==> src/rtl/wtr_pkg.sv <==
// Shared types for the indexed word table reader.
// Assumes: opcode values are fixed by the command bus and shared with software.
package wtr_pkg;

    typedef enum logic [2:0] {
        OP_NONE    = 3'd0,
        OP_SET_HI  = 3'd1,
        OP_SET_LO  = 3'd2,
        OP_SET_ACC = 3'd3,
        OP_INC_LO  = 3'd4,
        OP_ADD_LO  = 3'd5,
        OP_FETCH   = 3'd6,
        OP_SPARE   = 3'd7
    } wtr_op_e;

    typedef enum logic [1:0] {
        ST_IDLE = 2'd0,
        ST_WAIT = 2'd1,
        ST_TAKE = 2'd2
    } wtr_state_e;

    typedef struct packed {
        logic set_hi;
        logic set_lo;
        logic set_acc;
        logic inc_lo;
        logic add_lo;
        logic fetch;
    } wtr_strobe_t;

endpackage

==> src/rtl/wtr_cmd_decode.sv <==
// Command decoder: turns an accepted command into one action strobe.
// Assumes: op_code is known while op_valid is high; while busy every command is dropped.
module wtr_cmd_decode
    import wtr_pkg::*;
(
    input  logic        op_valid,
    input  logic [2:0]  op_code,
    input  logic        busy,
    output wtr_strobe_t stb
);

    // Decode one strobe when the block is free to accept a command.
    always_comb begin
        stb = '0;
        if (op_valid && !busy) begin
            case (wtr_op_e'(op_code))
                OP_SET_HI:  stb.set_hi  = 1'b1;
                OP_SET_LO:  stb.set_lo  = 1'b1;
                OP_SET_ACC: stb.set_acc = 1'b1;
                OP_INC_LO:  stb.inc_lo  = 1'b1;
                OP_ADD_LO:  stb.add_lo  = 1'b1;
                OP_FETCH:   stb.fetch   = 1'b1;
                default:    stb = '0;
            endcase
        end
    end

endmodule

==> src/rtl/wtr_index_unit.sv <==
// Index register pair with a byte-wide increment and add on the lower index.
// Arithmetic never carries into the upper index; the overflow goes to a carry flag.
// Assumes: at most one strobe is active per cycle.
module wtr_index_unit
    import wtr_pkg::*;
#(
    parameter int IDX_W = 8
) (
    input  logic             clk,
    input  logic             rst_n,
    input  wtr_strobe_t      stb,
    input  logic [IDX_W-1:0] op_data,
    input  logic [IDX_W-1:0] acc,
    output logic [IDX_W-1:0] idx_hi,
    output logic [IDX_W-1:0] idx_lo,
    output logic             carry
);

    localparam int SUM_W = IDX_W + 1;

    logic [SUM_W-1:0] inc_sum;
    logic [SUM_W-1:0] add_sum;

    // Widened sums so that the top bit is the overflow out of the lower index.
    always_comb begin
        inc_sum = {1'b0, idx_lo} + {{IDX_W{1'b0}}, 1'b1};
        add_sum = {1'b0, idx_lo} + {1'b0, acc};
    end

    // Upper index register: written only by its load command.
    always_ff @(posedge clk) begin
        if (!rst_n)
            idx_hi <= '0;
        else if (stb.set_hi)
            idx_hi <= op_data;
    end

    // Lower index register and carry flag.
    always_ff @(posedge clk) begin
        if (!rst_n) begin
            idx_lo <= '0;
            carry  <= 1'b0;
        end else if (stb.set_lo) begin
            idx_lo <= op_data;
        end else if (stb.inc_lo) begin
            idx_lo <= inc_sum[IDX_W-1:0];
            carry  <= inc_sum[IDX_W];
        end else if (stb.add_lo) begin
            idx_lo <= add_sum[IDX_W-1:0];
            carry  <= add_sum[IDX_W];
        end
    end

endmodule

==> src/rtl/wtr_fetch_seq.sv <==
// Lookup sequencer: registers the word address, pulses the read strobe and
// marks the capture cycle two edges after the command.
// Assumes: memory data is valid one cycle after the read strobe.
module wtr_fetch_seq
    import wtr_pkg::*;
#(
    parameter int IDX_W  = 8,
    parameter int ADDR_W = 13
) (
    input  logic              clk,
    input  logic              rst_n,
    input  logic              fetch,
    input  logic [IDX_W-1:0]  idx_hi,
    input  logic [IDX_W-1:0]  idx_lo,
    output logic              mem_rd,
    output logic [ADDR_W-1:0] mem_addr,
    output logic              busy,
    output logic              take
);

    localparam int FULL_W = 2 * IDX_W;

    wtr_state_e        state_q;
    wtr_state_e        state_d;
    logic [FULL_W-1:0] full_addr;
    logic [ADDR_W-1:0] addr_next;

    assign full_addr = {idx_hi, idx_lo};

    // Fit the index pair to the memory: drop high bits or pad with zeros.
    generate
        if (ADDR_W <= FULL_W) begin : g_trunc
            assign addr_next = full_addr[ADDR_W-1:0];
        end else begin : g_pad
            assign addr_next = {{(ADDR_W-FULL_W){1'b0}}, full_addr};
        end
    endgenerate

    // Next-state logic of the three-step lookup sequence.
    always_comb begin
        state_d = state_q;
        case (state_q)
            ST_IDLE: if (fetch) state_d = ST_WAIT;
            ST_WAIT: state_d = ST_TAKE;
            ST_TAKE: state_d = ST_IDLE;
            default: state_d = ST_IDLE;
        endcase
    end

    // State register.
    always_ff @(posedge clk) begin
        if (!rst_n)
            state_q <= ST_IDLE;
        else
            state_q <= state_d;
    end

    // Address and one-cycle read strobe toward the memory.
    always_ff @(posedge clk) begin
        if (!rst_n) begin
            mem_rd   <= 1'b0;
            mem_addr <= '0;
        end else begin
            mem_rd <= fetch && (state_q == ST_IDLE);
            if (fetch && (state_q == ST_IDLE))
                mem_addr <= addr_next;
        end
    end

    assign busy = (state_q != ST_IDLE);
    assign take = (state_q == ST_TAKE);

endmodule

==> src/rtl/wtr_result_regs.sv <==
// Destination registers: the accumulator and the table-high byte.
// A capture splits the fetched word; the accumulator can also be loaded directly.
// Assumes: take and set_acc are never active together.
module wtr_result_regs
    import wtr_pkg::*;
#(
    parameter int IDX_W = 8
) (
    input  logic               clk,
    input  logic               rst_n,
    input  wtr_strobe_t        stb,
    input  logic               take,
    input  logic [IDX_W-1:0]   op_data,
    input  logic [2*IDX_W-1:0] mem_rdata,
    output logic [IDX_W-1:0]   acc,
    output logic [IDX_W-1:0]   tbl_hi
);

    localparam int WORD_W = 2 * IDX_W;

    logic [IDX_W-1:0] word_lo;
    logic [IDX_W-1:0] word_hi;

    assign word_lo = mem_rdata[IDX_W-1:0];
    assign word_hi = mem_rdata[WORD_W-1:IDX_W];

    // Accumulator: loaded from the command bus or from the low byte of the word.
    always_ff @(posedge clk) begin
        if (!rst_n)
            acc <= '0;
        else if (take)
            acc <= word_lo;
        else if (stb.set_acc)
            acc <= op_data;
    end

    // Table-high register: loaded only from the high byte of the word.
    always_ff @(posedge clk) begin
        if (!rst_n)
            tbl_hi <= '0;
        else if (take)
            tbl_hi <= word_hi;
    end

endmodule

==> src/rtl/word_table_reader.sv <==
// Indexed word table reader, top level.
// Forms a word address from two index bytes, reads a synchronous memory and
// splits the word into the accumulator and the table-high register.
// Assumes: the memory returns registered data one cycle after mem_rd.
module word_table_reader
    import wtr_pkg::*;
#(
    parameter int IDX_W  = 8,
    parameter int ADDR_W = 13
) (
    input  logic                 clk,
    input  logic                 rst_n,
    input  logic                 op_valid,
    input  logic [2:0]           op_code,
    input  logic [IDX_W-1:0]     op_data,
    output logic                 mem_rd,
    output logic [ADDR_W-1:0]    mem_addr,
    input  logic [2*IDX_W-1:0]   mem_rdata,
    output logic                 busy,
    output logic [IDX_W-1:0]     acc,
    output logic [IDX_W-1:0]     tbl_hi,
    output logic [IDX_W-1:0]     idx_hi,
    output logic [IDX_W-1:0]     idx_lo,
    output logic                 carry
);

    wtr_strobe_t stb;
    logic        take;

    wtr_cmd_decode u_decode (
        .op_valid (op_valid),
        .op_code  (op_code),
        .busy     (busy),
        .stb      (stb)
    );

    wtr_index_unit #(.IDX_W(IDX_W)) u_index (
        .clk     (clk),
        .rst_n   (rst_n),
        .stb     (stb),
        .op_data (op_data),
        .acc     (acc),
        .idx_hi  (idx_hi),
        .idx_lo  (idx_lo),
        .carry   (carry)
    );

    wtr_fetch_seq #(.IDX_W(IDX_W), .ADDR_W(ADDR_W)) u_fetch (
        .clk      (clk),
        .rst_n    (rst_n),
        .fetch    (stb.fetch),
        .idx_hi   (idx_hi),
        .idx_lo   (idx_lo),
        .mem_rd   (mem_rd),
        .mem_addr (mem_addr),
        .busy     (busy),
        .take     (take)
    );

    wtr_result_regs #(.IDX_W(IDX_W)) u_result (
        .clk       (clk),
        .rst_n     (rst_n),
        .stb       (stb),
        .take      (take),
        .op_data   (op_data),
        .mem_rdata (mem_rdata),
        .acc       (acc),
        .tbl_hi    (tbl_hi)
    );

endmodule

==> config.mk <==
export PLATFORM = sky130hd
export DESIGN_NAME = word_table_reader
export DESIGN_NICKNAME = d
export VERILOG_FILES = /design/src/rtl/wtr_pkg.sv /design/src/rtl/wtr_cmd_decode.sv /design/src/rtl/wtr_index_unit.sv /design/src/rtl/wtr_fetch_seq.sv /design/src/rtl/wtr_result_regs.sv /design/src/rtl/word_table_reader.sv
export SDC_FILE = /design/constraint.sdc
export NUM_CORES = 1
export LEC_CHECK = 0
export BUFFER_PORTS_ARGS = -buffer_cell sky130_fd_sc_hd__buf_2
export CORE_ASPECT_RATIO = 2
export CORE_MARGIN = 1
export CORE_UTILIZATION = 54
export CTS_CLUSTER_DIAMETER = 60
export DETAILED_ROUTE_END_ITERATION = 10
export PLACE_DENSITY = 0.84
export SLEW_MARGIN = 20
export SYNTH_ARGS = -nofsm -noshare
export SYNTH_HDL_FRONTEND = slang
export SYNTH_SLANG_ARGS = --single-unit
==> constraint.sdc <==
create_clock -name clk -period 3.5 [get_ports clk]
set_clock_uncertainty 0.1 [all_clocks]
set_input_delay 0.35 -clock clk [delete_from_list [all_inputs] [get_ports clk]]
set_output_delay 0.35 -clock clk [all_outputs]
set_load 0.005 [all_outputs]
==> flow_summary.yaml <==
worst_hold_path:
  number_of_cells_on_the_worst_hold_path: 3
  worst_hold_path_type: "primary input to register"
  origin_of_the_worst_min_delay_path: "mem_rdata[15]"
placement:
  place_hpwl_um: 4866
  place_inst: 412
  placement.io_buffers: 77
  weighted_congestion_at_the_end_of_routability_driven_global_placement: 0.9355
global_routing:
  via_count_of_the_first_global_routing_pass: 2268
  total_routing_resource_utilization_after_global_routing: 0.2908
  globalRouteMet3Util: 0.04107
  number_of_antenna_violations_at_the_first_check_in_global_routing: 0
  grt_first_pass_wirelength_um: 10380
  top_usage_layer: "met2"
  grt_util_met1: 0.2946
  grt_use_met2: 0.5411
  gr-total-overflow: 0
  grt_max_degree: 31
synthesis:
  synth_async_sr_flop_share: 0
  synth_adder_area_share: 0.05529
  post_synth_inst_count: 294
  ys_dominant_reg_cell: "sky130_fd_sc_hd__dfxtp_1"
  netlist-cell-type-count: 47
  synth_area_um2: 2399
  synth_area_in_simple_gates: 0.2358
  postSynthNetCount: 334
  synth.mux.area_fraction: 0.03756
  synth-compound-area-share: 0.1920
  ys_seq_area_frac: 0.4090
  post_synthesis_average_cell_area_um2: 8.158
  synth_warnings: 0
  count_of_flip_flops_with_a_built_in_enable_after_synthesis: 0
  synth-seq-cells: 49
  synthXorXnorAreaFrac: 0.02556
  synth_top_family_by_area: "simple AND/OR/NAND/NOR gates"
drt:
  firstDrtPassIters: 4
  count_of_routing_violations_after_the_opening_detailed_route_iteration: 47
  post_route_drc: 0
  antenna_left: 0
  drt-vias-per-instance: 5.632
  avgRoutedWirePerCell_um: 15.29
  detailroute.via_count: 2360
  route.final.wire_length_um: 6408
sta:
  slew_headroom: 0.5529
  maxSlewViolCount: 0
  final.period_utilization: 0.6535
  rsz0062_at_grt: "false"
  clock.fmax_mhz: 437.2
  final-hold-violation-count: 0
  report.final.setup_viol: 0
  fin_setup_tns_ps: 0
  timing.final.crit_period_ps: 2287
  timing.hold.ws_ps: 175.1
  tightest_slew_ps: 670.6
worst_setup_path:
  critPathRequiredTime_ps: 3560
  worst_reg_to_reg_cells: 9
  worst-setup-path-type: "register to register"
  crit_path_start: "u_index.idx_lo[0]"
  critical_path.reg2reg.startpoint: "u_index.idx_lo[0]"
  worstPathArrival_ps: 2350
  cpPeakStageDelay_ps: 470
  crit_path_start_kind: "register"
  critical_path.endpoint_type: "register"
  crit_path_cell_trace: "ha_1, inv_1, fa_1, nor2b_1, nor3_1, o21ai_1, xnor2_1, a21o_1, a21oi_1"
  worstPathMaxFanout: 8
  cpMaxStageDelayCell: "sky130_fd_sc_hd__dfxtp_1"
die:
  coreArea_um2: 4297
  boundaryPins: 78
  rows: 34
  die_width_um: 49.13
  floorplan.die_area_um2: 4728
  die_h_um: 96.25
  floorplan.initialDensity: 0.5582
finish:
  area_delta_synth_final_pct: 20.45
  layout_common_cells: "sky130_fd_sc_hd__buf_2, sky130_fd_sc_hd__nand2_1, sky130_fd_sc_hd__dfxtp_1"
  finish.cell_count_without_fillers: 419
  antenna_cells: 0
  drive_above_1_share: 0.2630
  final_common_cell: "sky130_fd_sc_hd__buf_2"
  final_nets: 405
clocking:
  postCtsHoldBufs: 0
  clkTransAtPathRegs_ps: 90
  cts_tree: "built"
  insertion_delay_to_the_later_sink_of_the_worst_skew_pair_ps: 310
  ctsRootBufferMaster: "sky130_fd_sc_hd__clkbuf_8"
  clock-sinks: 49
  number_of_buffers_between_clock_root_and_the_deepest_sink: 2
  post_cts_resize_count: 0
  htree_num_levels: 2
  numCtsBuffers: 5
  cts_setup_buffers: 0
power_and_ir_drop:
  total_power_mw: 1.083
  power.leakage_nw: 1.317
  cellPowerDensity_nw_per_um2: 374.9
  max-vdd-ir-drop_mv: 0.3957
run:
  cap_violations: 0
status:
  outcome: "complete, no violations"
## worst max-delay path, delay by kind of cell, from the launching register on
family                   cells  cell delay, ps
AO/OA/AOI/OAI                3             450
flip-flops                   1             470
adder cells (fa/ha/maj)      2             640
XOR/XNOR                     1             180
buffers and inverters        1              70
AND/OR/NAND/NOR              2             240
## state kept, by name, summed over array words and instances, names as in the netlist
name / cells
u_index.idx_lo: 8
u_result.tbl_hi: 8
u_index.idx_hi: 8
u_fetch.mem_rd: 1
u_fetch.state_q: 2
u_fetch.mem_addr: 13
u_result.acc: 8
u_index.carry: 1
## where the power goes
group / total, mW / switching [mW] / internal [mW]
combinational: 0.108 / 0.0630 / 0.0451
sequential: 0.581 / 0.0133 / 0.568
clock: 0.394 / 0.186 / 0.208
total: 1.08 / 0.262 / 0.821
## metrics by stage
stage / cell area, um^2 / util / setup slack [ps]
floorplan: 2399 / - / 1495
global placement: 2785 / 0.6482 / 1370
detailed placement: 2785 / 0.6482 / 1329
CTS: 2889 / 0.6724 / 1225
global route: 2889 / 0.6724 / 1028
finish: 2889 / 0.6724 / 1213
## synth_stat cells, types with 3 or more instances
cell	instances	area share
sky130_fd_sc_hd__nand2_1	68	0.11
sky130_fd_sc_hd__dfxtp_1	49	0.41
sky130_fd_sc_hd__a21oi_1	34	0.071
sky130_fd_sc_hd__nor2_1	26	0.041
sky130_fd_sc_hd__ha_1	9	0.047
sky130_fd_sc_hd__mux2i_1	9	0.038
sky130_fd_sc_hd__clkbuf_1	7	0.011
sky130_fd_sc_hd__inv_1	7	0.011
sky130_fd_sc_hd__o21ai_0	7	0.015
sky130_fd_sc_hd__a311oi_1	6	0.022
sky130_fd_sc_hd__nand3_1	6	0.013
sky130_fd_sc_hd__xnor2_1	6	0.022
sky130_fd_sc_hd__a31oi_1	5	0.013
sky130_fd_sc_hd__nor2b_1	5	0.013
sky130_fd_sc_hd__a22oi_1	4	0.013
sky130_fd_sc_hd__nor3_1	4	0.0083
sky130_fd_sc_hd__buf_2	3	0.0063
sky130_fd_sc_hd__o21ai_1	3	0.0063
## area by class of cell
cell class,count,area (um^2)
fillers,393,1408
multi-input cells,223,1310
flip-flops and latches,49,980.9
repair buffers,79,400.4
clock buffers,5,68.82
well taps,54,67.56
clock inverters,2,35.03
inverters,7,26.28
## logic make-up (layout without fill, tap and decap cells)
kind of cell,count (synthesis),count (layout)
flip-flops,49,49
adder cells (fa/ha/maj),10,10
buffers and inverters,22,93
XOR/XNOR,7,7
multiplexers,9,9
AO/OA/AOI/OAI,72,72
AND/OR/NAND/NOR,125,125
## routing by layer
metal  up-vias  routed length, um  part of all wire
met1      1093               2307              0.36
met2        87               3455              0.54
met3        21                306             0.048
met5         -                  0                 0
met4         0                339             0.053
li1       1159                  -                 -
## final timing paths
path	to	slack, ps
setup reg to reg	u_index.idx_lo[6]	1210
hold / removal	u_result.tbl_hi[7]	180
hold reg to reg	u_fetch.mem_addr[5]	360
setup / recovery	u_index.idx_lo[6]	1210
(Power assumes the default switching activity.)
